## src/rtl/i2c_unstick_pkg.sv

```systemverilog
package i2c_unstick_pkg;
  typedef enum logic [3:0] {
    ST_IDLE,
    ST_WAIT,
    ST_LOW,
    ST_HIGH,
    ST_STOP_SCL,
    ST_STOP_SDA,
    ST_STOP_REL,
    ST_DONE
  } unstick_state_e;
endpackage

```

## src/rtl/unstick_sync.sv

```systemverilog
module unstick_sync #(
  parameter int WIDTH = 1,
  parameter int STAGES = 2,
  parameter logic RESET_VAL = 1'b1
) (
  input  logic             clk,
  input  logic             rst,
  input  logic [WIDTH-1:0] d,
  output logic [WIDTH-1:0] q
);
  genvar b;
  generate
    for (b = 0; b < WIDTH; b++) begin : g_bit
      logic [STAGES-1:0] chain;
      always_ff @(posedge clk) begin
        if (rst) chain <= {STAGES{RESET_VAL}};
        else     chain <= {chain[STAGES-2:0], d[b]};
      end
      assign q[b] = chain[STAGES-1];
    end
  endgenerate
endmodule

```

## src/rtl/unstick_timer.sv

```systemverilog
module unstick_timer #(
  parameter int W = 8
) (
  input  logic         clk,
  input  logic         rst,
  input  logic         clr,
  output logic [W-1:0] cnt
);
  always_ff @(posedge clk) begin
    if (rst || clr) cnt <= '0;
    else            cnt <= cnt + 1'b1;
  end
endmodule

```

## src/rtl/i2c_bus_unstick.sv

```systemverilog
module i2c_bus_unstick
  import i2c_unstick_pkg::*;
#(
  parameter int TICKS_PER_US = 100,
  parameter int HALF_US = 5,
  parameter int STRETCH_US = 500,
  parameter int PULSES = 9
) (
  input  logic clk,
  input  logic rst,
  input  logic start,
  input  logic scl_in,
  output logic scl_oe,
  output logic sda_oe,
  output logic done,
  output logic stretch_timeout
);
  localparam int HALF_TICKS = HALF_US * TICKS_PER_US;
  localparam int WAIT_TICKS = STRETCH_US * TICKS_PER_US;
  localparam int MAX_TICKS = (HALF_TICKS > WAIT_TICKS) ? HALF_TICKS : WAIT_TICKS;
  localparam int TW = $clog2(MAX_TICKS + 1);
  localparam int PW = $clog2(PULSES + 1);

  unstick_state_e state;
  logic [TW-1:0]  tcnt;
  logic [PW-1:0]  pcnt;
  logic           scl_s;
  logic           half_hit, wait_hit, advance, tmr_clr, last_pulse;

  unstick_sync #(.WIDTH(1), .STAGES(2), .RESET_VAL(1'b1)) u_sync (
    .clk(clk), .rst(rst), .d(scl_in), .q(scl_s)
  );

  unstick_timer #(.W(TW)) u_timer (
    .clk(clk), .rst(rst), .clr(tmr_clr), .cnt(tcnt)
  );

  assign half_hit   = (tcnt == TW'(HALF_TICKS - 1));
  assign wait_hit   = (tcnt == TW'(WAIT_TICKS - 1));
  assign last_pulse = (pcnt == PW'(PULSES - 1));

  always_comb begin
    case (state)
      ST_IDLE:  advance = start;
      ST_WAIT:  advance = scl_s || wait_hit;
      ST_DONE:  advance = 1'b1;
      default:  advance = half_hit;
    endcase
    tmr_clr = advance || (state == ST_IDLE);
  end

  always_ff @(posedge clk) begin
    if (rst) begin
      state           <= ST_IDLE;
      pcnt            <= '0;
      scl_oe          <= 1'b0;
      sda_oe          <= 1'b0;
      done            <= 1'b0;
      stretch_timeout <= 1'b0;
    end else begin
      done <= 1'b0;
      case (state)
        ST_IDLE: if (start) begin
          state           <= ST_WAIT;
          pcnt            <= '0;
          scl_oe          <= 1'b0;
          sda_oe          <= 1'b0;
          stretch_timeout <= 1'b0;
        end
        ST_WAIT: if (advance) begin
          state  <= ST_LOW;
          scl_oe <= 1'b1;
          if (!scl_s) stretch_timeout <= 1'b1;
        end
        ST_LOW: if (advance) begin
          state  <= ST_HIGH;
          scl_oe <= 1'b0;
        end
        ST_HIGH: if (advance) begin
          if (last_pulse) begin
            state  <= ST_STOP_SCL;
            scl_oe <= 1'b1;
          end else begin
            state <= ST_WAIT;
            pcnt  <= pcnt + 1'b1;
          end
        end
        ST_STOP_SCL: if (advance) begin
          state  <= ST_STOP_SDA;
          sda_oe <= 1'b1;
        end
        ST_STOP_SDA: if (advance) begin
          state  <= ST_STOP_REL;
          scl_oe <= 1'b0;
        end
        ST_STOP_REL: if (advance) begin
          state  <= ST_DONE;
          sda_oe <= 1'b0;
          done   <= 1'b1;
        end
        ST_DONE: state <= ST_IDLE;
        default: state <= ST_IDLE;
      endcase
    end
  end
endmodule

```

## config.mk

```make
export PLATFORM = sky130hd
export DESIGN_NAME = i2c_bus_unstick
export DESIGN_NICKNAME = d
export VERILOG_FILES = /design/src/rtl/i2c_unstick_pkg.sv /design/src/rtl/unstick_sync.sv /design/src/rtl/unstick_timer.sv /design/src/rtl/i2c_bus_unstick.sv
export SDC_FILE = /design/constraint.sdc
export NUM_CORES = 1
export LEC_CHECK = 0
export BUFFER_PORTS_ARGS = -buffer_cell sky130_fd_sc_hd__buf_2
export CAP_MARGIN = 10
export CELL_PAD_IN_SITES_DETAIL_PLACEMENT = 0
export CELL_PAD_IN_SITES_GLOBAL_PLACEMENT = 1
export CORE_MARGIN = 4
export CORE_UTILIZATION = 40
export CTS_CLUSTER_SIZE = 14
export DETAILED_ROUTE_END_ITERATION = 12
export GPL_TIMING_DRIVEN = 0
export PLACE_DENSITY_LB_ADDON = 0.1
export SETUP_SLACK_MARGIN = 0.05
export SYNTH_ARGS = -nofsm -noshare
export SYNTH_HDL_FRONTEND = slang
export SYNTH_SLANG_ARGS = --single-unit
```

## constraint.sdc

```tcl
create_clock -name clk -period 2.3 [get_ports clk]
set_input_delay 0.23 -clock clk [delete_from_list [all_inputs] [get_ports clk]]
set_output_delay 0.23 -clock clk [all_outputs]
set_load 0.02 [all_outputs]
```

==> results.toml, run 1 <==
[route]
route.vias.total = 1080
avgViaCountPerCell = 5.05
detail_route.wl_per_cell_um = 11.9
drtIter0Drc = 68
top_layer_used = "met4"
postRouteAntennaNets = 0
met3_wirelength_um = 136
detail_route.wirelength_um = 2550
number_of_iterations_in_the_first_detailed_routing_pass = 4
drc = 0
met1Wirelength_um = 1140
routed_length_on_met2_um = 1240

[worst_setup_path]
critPathMaxStageDelay_ns = 0.43
regToRegStartpoint = "u_timer.cnt[0]"
crit-reg2reg-capture = "u_timer.cnt[5]"
timing.setup.critical_path_class = "reg2reg"
worst_path_cell_trace = "ha_1 > and3_1 > a41oi_1 > nor3_1 > or4_4 > buf_6 > buf_12 > nor2_4"
crit_path_max_fanout = 10
crit_path_top_delay_cell = "or4_4"
cp_required_ns = 2.52
critical_path.startpoint_type = "register"
timing.reg2reg.setup_slack_ns = 0.20
crit_path_end_kind = "register"
worst-endpoint-arrival_ns = 2.32
r2r_cells = 8

[timing]
timing.final.ws_setup_ns = 0.197
rsz0062_at_grt = "false"
finalClockSkew_ns = 0.00347
final_critical_path_required_period_ns = 2.10
final.setup.tns_ns = 0
final.period_utilization_pct = 91.4
timing.final.setup_violations = 0
whs_ns = 0.146
worst_pin_slew_ns = 0.565
final_max_slew_viol_count = 0
finalHoldViolCount = 0
max_clock_freq_ghz = 0.475
max-slew-margin-rel_pct = 62.3

[final_layout]
area_delta_synth_final_pct = 11.6
post_route_cells_drive_above_1_share_pct = 22.0
post-route-util_pct = 47.7
multi_input_comb_area_um2 = 826
diodes = 0
layoutNonFillerInstCount = 214
sequential_cell_area_um2 = 581
fill_cells = 360
nNetsFinal = 174

[logic_synthesis]
synth_seq_cells = 29
ys_async_sr_fraction_pct = 0
synth_top_cell_area_share_pct = 39.2
post_synth.cell_area_avg_um2 = 9.69
synth-edff-count = 0
synthesis.area_mm2 = 0.00148
yosysWarnings = 0
synth_top_area_cell = "dfxtp_1"
synthFlopType = "dfxtp_1"
seq_area_frac_synth_pct = 39.2
synth.net_count = 160
post_synth_main_area_contributors = "dfxtp_1 (39%), nor2_4 (6.1%), xor2_1 (5.3%)"
mapped_cells = 153
yosys.cell_types.count = 43

[worst_hold_path]
hold_depth = 2
hold_path.startpoint = "scl_in"
min_path_type = "in2reg"
worstHoldEndpoint = "u_sync.g_bit[0].chain[0]"

[floorplan]
vertical_die_dimension_um = 68.9
floorplan.core_area_mm2 = 0.00347
row_count = 21
die_width_um = 68.9
floorplan.initialDensity_pct = 42.7
dieArea_mm2 = 0.00474
i_o_pin_total = 8

[placement]
gp_congestion = 0.865
io_buffers = 7
dp_hpwl_um = 1910
placedCellCount = 206
place_worst_setup_slack_ns = 0.201

[grt]
grt_pass1_vias = 1051
grt_overflow = 0
grt_max_degree = 11
wire_length_of_the_first_global_routing_pass_um = 4660
gr-usage-all-layers_pct = 13.5
antenna_found_initial = 0

[cts]
max-clock-path-buffers = 2
tritoncts = "built"
cts_max_level = 2
worstSkewPairLatency_ns = 0.27
postCtsSetupRepairBufs = 0
post_cts_hold_buffer_count = 0
cts.sinks = 29
clock_pin_slew_worst_setup_and_hold_paths_ns = 0.06
cts_repair_resized_insts = 0
cts_buffers = 5
root_buffer = "clkbuf_8"

[power_and_ir_drop]
max_rail_drop_vdd_mv = 0.291
power_per_cell_area_mw_per_mm2 = 626
static-leakage-power_nw = 0.591

[run]
drv_cap = 0

[run_status]
run_status = "complete, no violations"
==> registers in the layout (all words and copies together), names as in the netlist <==
name                count
u_timer.cnt            16
pcnt                    4
state                   3
u_sync.g_bit.chain      2
done                    1
scl_oe                  1
sda_oe                  1
stretch_timeout         1
==> per-stage QoR <==
stage / total power, mW / instance area, um2
floorplan: 0.634 / 1480
global placement: 0.660 / 1580
detailed placement: 0.660 / 1580
CTS: 1.06 / 1660
global route: 1.09 / 1660
finish: 1.04 / 1660
==> layer usage <==
layer  up-vias  track usage (%)
met5         -                0
met4         0             5.84
met3         6             5.83
met2        22             21.7
met1       496             15.6
li1        556                -
==> cell families after synthesis <==
kind of cell               share of synthesized area [%]
AOI/OAI and AO/OA                                   8.78
xor gates and xnor gates                            8.86
adders and majority gates                           2.53
buffers and inverters                               5.15
DFF                                                 39.2
muxes                                               2.03
and+or+nand+nor                                     33.5
==> power by group <==
group | switching [mW] | total [mW] | internal, mW | leakage (nW)
Combinational | 0.0791 | 0.128 | 0.0484 | 0.317
Clock | 0.173 | 0.388 | 0.214 | 0.0395
Sequential | 0.00783 | 0.521 | 0.513 | 0.235
Total | 0.260 | 1.04 | 0.776 | 0.591
==> cells in the final DEF, fill, tap and decap left out, types with 2 or more instances in the layout <==
cell and n:
a21oi_1 3, buf_6 2, nor2_2 2, mux2i_1 3
and3_1 6, ha_1 3, and2_1 3, clkbuf_1 7
nor2_4 8, buf_2 7, nor2_1 10, xor2_1 9
nand2_1 7, inv_1 5, nor4b_1 3, and4_1 2
or2_2 5, nand3_1 9, nand4_1 2, dfxtp_1 29
xnor2_1 6, nand2b_1 4, nor3_1 5, o21ai_0 3
clkbuf_8 5
==> synth_stat cells (2+ instances only) <==
library cell	number
nand3_1	9
o21ai_0	3
dfxtp_1	29
nand2_1	7
mux2i_1	3
nor2_1	10
clkbuf_1	4
nor4b_1	3
nand4_1	2
or2_2	5
xnor2_1	6
nor2_4	8
ha_1	3
nor3_1	5
nand2b_1	4
a21oi_1	3
buf_6	2
inv_1	5
nor2_2	2
and3_1	6
xor2_1	9
and2_1	3
and4_1	2
==> worst max-delay path: cells and delay by family, from the launching register on <==
kind,cells,cell delay (ns)
simple gates,4,0.87
compound gates,1,0.29
fa+ha+maj,1,0.24
flops,1,0.33
buf+inv,2,0.30
==> worst max-delay path by stage <==
stage	from	to	slack, ns	cells past startpoint
floorplan	u_timer.cnt[0]	u_timer.cnt[3]	0.39	8
global placement	u_timer.cnt[0]	u_timer.cnt[4]	0.21	8
detailed placement	u_timer.cnt[0]	u_timer.cnt[5]	0.20	8
CTS	u_timer.cnt[0]	u_timer.cnt[5]	0.18	8
global route	u_timer.cnt[0]	u_timer.cnt[2]	0.06	8
finish	u_timer.cnt[0]	u_timer.cnt[5]	0.20	8
==> layout make-up <==
cell class,instances,share of cell area (%)
multi-input combinational,112,49.9
sequential,29,35.1
clock buffer,8,4.84
buffer,7,3.48
tap,46,3.48
timing repair buffer,7,2.12
inverter,5,1.13
(Power assumes the default switching activity.)
==> run 2: changes to the inputs <==
CELL_PAD_IN_SITES_DETAIL_PLACEMENT = not set   (was 0)
CELL_PAD_IN_SITES_GLOBAL_PLACEMENT = not set   (was 1)
PLACE_DENSITY_LB_ADDON = not set   (was 0.1)
clock period = 2.67 ns   (was 2.3 ns; I/O delays follow)
==> run 2 against run 1 <==
Count of clock-buffer cells in the layout is 1 lower. Hold slack better by 0.025 ns. Combinational power is 15% lower. Non-clock buffer count stayed put. Via count is 0.83% lower. Register-to-register slack better by 0.34 ns. Final cell count is 0.47% lower. Critical endpoint is now u_timer.cnt[3]. Highest routed layer unchanged.
==> results.toml, run 2 (synthesis gave the netlist of run 1 again) <==
[run_status]
run_status = "complete, no violations"

[route]
postRouteAntennaNets = 0
avgViaCountPerCell = 5.03
drtIter0Drc = 58
detail_route.wl_per_cell_um = 12.4
route.vias.total = 1071
detail_route.wirelength_um = 2640
number_of_iterations_in_the_first_detailed_routing_pass = 4
drc = 0

[worst_hold_path]
min_path_type = "in2reg"

[floorplan]
die_width_um = 68.9
vertical_die_dimension_um = 68.9
i_o_pin_total = 8
dieArea_mm2 = 0.00474
floorplan.initialDensity_pct = 42.7
floorplan.core_area_mm2 = 0.00347
row_count = 21

[grt]
wire_length_of_the_first_global_routing_pass_um = 4330
antenna_found_initial = 0
grt_pass1_vias = 1012
gr-usage-all-layers_pct = 12.9
grt_max_degree = 11
grt_overflow = 0

[worst_setup_path]
crit_path_max_fanout = 10
worst_path_cell_trace = "ha_1 > and3_1 > a41oi_1 > nor3_1 > or4_4 > buf_6 > buf_12 > nor2_4"
crit_path_end_kind = "register"
worst_path_dominant_cell_family = "simple AND/OR/NAND/NOR gates"
timing.setup.critical_path_class = "reg2reg"
worst-endpoint-arrival_ns = 2.35
cp_required_ns = 2.89
critical_path.startpoint_type = "register"
critPathMaxStageDelay_ns = 0.44
crit_path_top_delay_cell = "or4_4"
cp_num_buf_inv = 2

[placement]
place_worst_setup_slack_ns = 0.574
gp_congestion = 0.867
dp_hpwl_um = 1940
placedInstanceArea_mm2 = 0.00158
io_buffers = 7

[power_and_ir_drop]
max_rail_drop_vdd_mv = 0.277
power_per_cell_area_mw_per_mm2 = 552
totalPowerFinal_mw = 0.917
static-leakage-power_nw = 0.596

[cts]
post_cts_hold_buffer_count = 0
postCtsSetupRepairBufs = 0
max-clock-path-buffers = 2
cts_max_level = 2
cts_buffers = 5
tritoncts = "built"
cts.sinks = 29
root_buffer = "clkbuf_8"
worstSkewPairLatency_ns = 0.28
cts_repair_resized_insts = 0
clock_pin_slew_worst_setup_and_hold_paths_ns = 0.05

[timing]
final_max_slew_viol_count = 0
finalClockSkew_ns = 0.00418
final_critical_path_required_period_ns = 2.13
rsz0062_at_grt = "false"
max_clock_freq_ghz = 0.470
finalHoldViolCount = 0
worst_pin_slew_ns = 0.569
final.period_utilization_pct = 79.8
timing.final.ws_setup_ns = 0.541
timing.final.setup_violations = 0
max-slew-margin-rel_pct = 62.1
final.setup.tns_ns = 0

[final_layout]
layout.cells.most_common_list = "dfxtp_1 (29), nor2_1 (10), nand3_1 (9), xor2_1 (9), nor2_4 (8)"
flip_flop_count_of_the_largest_register_after_layout = 16
top_register = "u_timer.cnt"
design_area_mm2 = 0.00166
area_delta_synth_final_pct = 12.1
sequential_cell_area_um2 = 581
mostFrequentLayoutCell = "dfxtp_1"
biggestRegsByFlops = "u_timer.cnt: 16 flops, pcnt: 4 flops, state: 3 flops"
post_route_cells_drive_above_1_share_pct = 22.8
diodes = 0
post-route-util_pct = 47.9
nNetsFinal = 174
multi_input_comb_area_um2 = 826
fill_cells = 351

[run]
drv_cap = 0
[run 2: cell types whose count changed in the layout (fill, tap and decap cells not counted), sizes merged]
cell | previous run | this run
clkbuf | 12 | 11
[run 2: worst register-to-register path: stages (launching register included)]
cell and delay [ns]:
dfxtp_1 0.33, ha_1 0.24, and3_1 0.23, a41oi_1 0.31, nor3_1 0.13, or4_4 0.44
buf_6 0.15, buf_12 0.15, nor2_4 0.10
[run 2: through the flow]
| stage | hold slack (ns) | cells |
|---|---|---|
| 2_1_floorplan | 0.371 | 153 |
| 3_3_place_gp | 0.399 | 206 |
| 3_5_place_dp | 0.402 | 206 |
| 4_1_cts | 0.173 | 213 |
| 5_1_grt | 0.173 | 213 |
| 6_report | 0.170 | 213 |
[run 2: final timing paths]
path,cells past startpoint,endpoint,slack (ns),start
max,8,u_timer.cnt[3],0.54,u_timer.cnt[0]
min,2,u_sync.g_bit[0].chain[0],0.17,scl_in
max reg2reg,8,u_timer.cnt[3],0.54,u_timer.cnt[0]
min reg2reg,1,u_sync.g_bit[0].chain[1],0.41,u_sync.g_bit[0].chain[0]
[run 2: layout make-up]
class | count | area share (%)
Multi-Input combinational cell | 112 | 49.7
Sequential cell | 29 | 34.9
Clock buffer | 7 | 5.20
Buffer | 7 | 3.46
Tap cell | 46 | 3.46
Timing Repair Buffer | 7 | 2.11
Inverter | 5 | 1.13
[run 2: metal layers]
metal / part of all wire (%) / GRT usage (%) / vias up / wire length (um)
met5: 0 / 0 / - / 0
met4: 2.2 / 8.03 / 0 / 59
met3: 4.1 / 5.35 / 6 / 107
met2: 47 / 21.0 / 16 / 1250
met1: 46 / 13.8 / 493 / 1220
li1: - / - / 556 / -
[run 2: report_power, final]
group	internal (mW)	total, mW	switching [mW]
sequential	0.442	0.449	0.00688
combinational	0.0417	0.109	0.0674
clock	0.204	0.359	0.155
total	0.688	0.917	0.230
==> run 3: changes to the inputs <==
clock period = 1.83 ns   (was 2.67 ns; I/O delays follow)
==> run 3 against run 2 <==
Wire length grew 11%. Critical endpoint is now u_timer.cnt[4]. Core utilization up 5.4 points. Setup slack got worse by 0.53 ns. Critical path type unchanged. Sequential share of layout area shrank 3.4 points. Hold slack worse by 0.081 ns. Clock skew shrank 0.0019 ns. Non-clock buffer count up 11.
==> results.toml, run 3 (synthesis gave the netlist of run 1 again) <==
[route]
postRouteAntennaNets = 0
drc = 0
route.vias.total = 1145
drtIter0Drc = 95
detail_route.wirelength_um = 2920
detail_route.wl_per_cell_um = 13.0
avgViaCountPerCell = 5.09
number_of_iterations_in_the_first_detailed_routing_pass = 4

[cts]
max-clock-path-buffers = 2
cts.sinks = 29
tritoncts = "built"
clock_pin_slew_worst_setup_and_hold_paths_ns = 0.06
root_buffer = "clkbuf_8"
cts_buffers = 5
worstSkewPairLatency_ns = 0.28
cts_max_level = 2

[floorplan]
floorplan.initialDensity_pct = 42.7
vertical_die_dimension_um = 68.9
i_o_pin_total = 8
row_count = 21
floorplan.core_area_mm2 = 0.00347
die_width_um = 68.9
dieArea_mm2 = 0.00474

[grt]
grt_pass1_vias = 1112
grt_overflow = 0
gr-usage-all-layers_pct = 14.6
antenna_found_initial = 0
grt_max_degree = 11
wire_length_of_the_first_global_routing_pass_um = 4960

[timing]
final_critical_path_required_period_ns = 1.82
final.period_utilization_pct = 99.2
finalClockSkew_ns = 0.00229
finalHoldViolCount = 0
whs_ns = 0.0889
timing.final.ws_setup_ns = 0.0148
rsz0062_at_grt = "true"
max_clock_freq_ghz = 0.551
max-slew-margin-rel_pct = 60.0
worst_pin_slew_ns = 0.600
final.setup.tns_ns = 0
final_max_slew_viol_count = 0
timing.final.setup_violations = 0

[worst_setup_path]
timing.setup.critical_path_class = "reg2reg"
worst-endpoint-arrival_ns = 2.04
critical_path.startpoint_type = "register"
crit_path_end_kind = "register"
crit_path_max_fanout = 5
cp_required_ns = 2.06

[final_layout]
biggestRegsByFlops = "u_timer.cnt: 16 flops, pcnt: 4 flops, state: 3 flops"
mostFrequentLayoutCell = "dfxtp_1"
diodes = 0
post-route-util_pct = 53.4
nNetsFinal = 185
top_register = "u_timer.cnt"
layoutNonFillerInstCount = 225
area_delta_synth_final_pct = 24.8
flip_flop_count_of_the_largest_register_after_layout = 16
layout.cells.most_common_list = "dfxtp_1 (26), nor2_4 (10)"
fill_cells = 333
post_route_cells_drive_above_1_share_pct = 37.4
design_area_mm2 = 0.00185

[power_and_ir_drop]
seqPwrFrac_pct = 47.7
switching_share_pct = 27.1
max_rail_drop_vdd_mv = 0.252
p_int_mw = 1.00
static-leakage-power_nw = 0.676
clkPwrFrac_pct = 36.8
power_per_cell_area_mw_per_mm2 = 742
p_switching_mw = 0.372
totalPowerFinal_mw = 1.37
p_comb_share_pct = 15.5

[placement]
io_buffers = 7
place_worst_setup_slack_ns = -0.119
placedInstanceArea_mm2 = 0.00161
dp_hpwl_um = 1940
placedCellCount = 206
gp_congestion = 0.833

[run]
drv_cap = 0

[run_status]
run_status = "complete, no violations"

[worst_hold_path]
min_path_type = "in2reg"
## run 3: cell types whose count changed in the layout (fill, tap and decap cells not counted), moves of 2 or more
cell and delta:
dfxtp_2 +3, buf_4 +9, nor4b_2 +2, nor2_4 +2, nand2_2 +2, and3_1 -2
dfxtp_1 -3, nor4b_1 -2, clkbuf_1 -3, clkinv_2 +2, clkbuf_2 +2, nand2_1 -2
## run 3: critical path, cell delays in order, from the launching register on
cell	delay, ns
dfxtp_2	0.33
ha_4	0.16
and3_4	0.18
a41oi_2	0.20
nor3_2	0.07
or4_4	0.42
buf_6	0.16
buf_12	0.14
nor2_4	0.09
## run 3: metal layers
metal / GRT usage, % / share of wire, % / up-vias
li1: - / - / 583
met1: 16.9 / 47 / 545
met2: 23.5 / 47 / 11
met3: 5.35 / 3.3 / 6
met4: 7.30 / 2.0 / 0
met5: 0 / 0 / -
## run 3: final timing paths
| check | slack [ns] | depth (start not counted) | startpoint | endpoint |
|---|---|---|---|---|
| setup reg to reg | 0.01 | 8 | u_timer.cnt[0] | u_timer.cnt[4] |
| hold reg to reg | 0.42 | 1 | u_sync.g_bit[0].chain[0] | u_sync.g_bit[0].chain[1] |
| hold / removal | 0.09 | 2 | scl_in | u_sync.g_bit[0].chain[0] |
| setup / recovery | 0.01 | 8 | u_timer.cnt[0] | u_timer.cnt[4] |
## run 3: power groups by stage
stage          Clock, mW  Sequential (mW)  Combinational [mW]
2_1_floorplan          0            0.672               0.129
3_3_place_gp           0            0.670               0.161
3_5_place_dp           0            0.670               0.166
4_1_cts            0.522            0.656               0.208
5_1_grt            0.560            0.657               0.232
6_report           0.505            0.656               0.212
## run 3: layout make-up
type / instances / area, um2 / share of cell area [%]
sequential: 29 / 584 / 31.6
buffer: 7 / 60.1 / 3.25
inverter: 5 / 18.8 / 1.01
tap: 46 / 57.6 / 3.11
multi-input combinational: 112 / 893 / 48.3
clock inverter: 3 / 17.5 / 0.947
timing repair buffer: 18 / 150 / 8.11
clock buffer: 5 / 68.8 / 3.72
## run 3: timing repair
item                                    in CTS  in global routing
pin swaps                                    4                  4
buffers inserted                             8                  2
gates cloned                                 1                  0
resized for setup                            5                 11
endpoints found under the setup margin      20                 24
hold buffers                                 0                  0
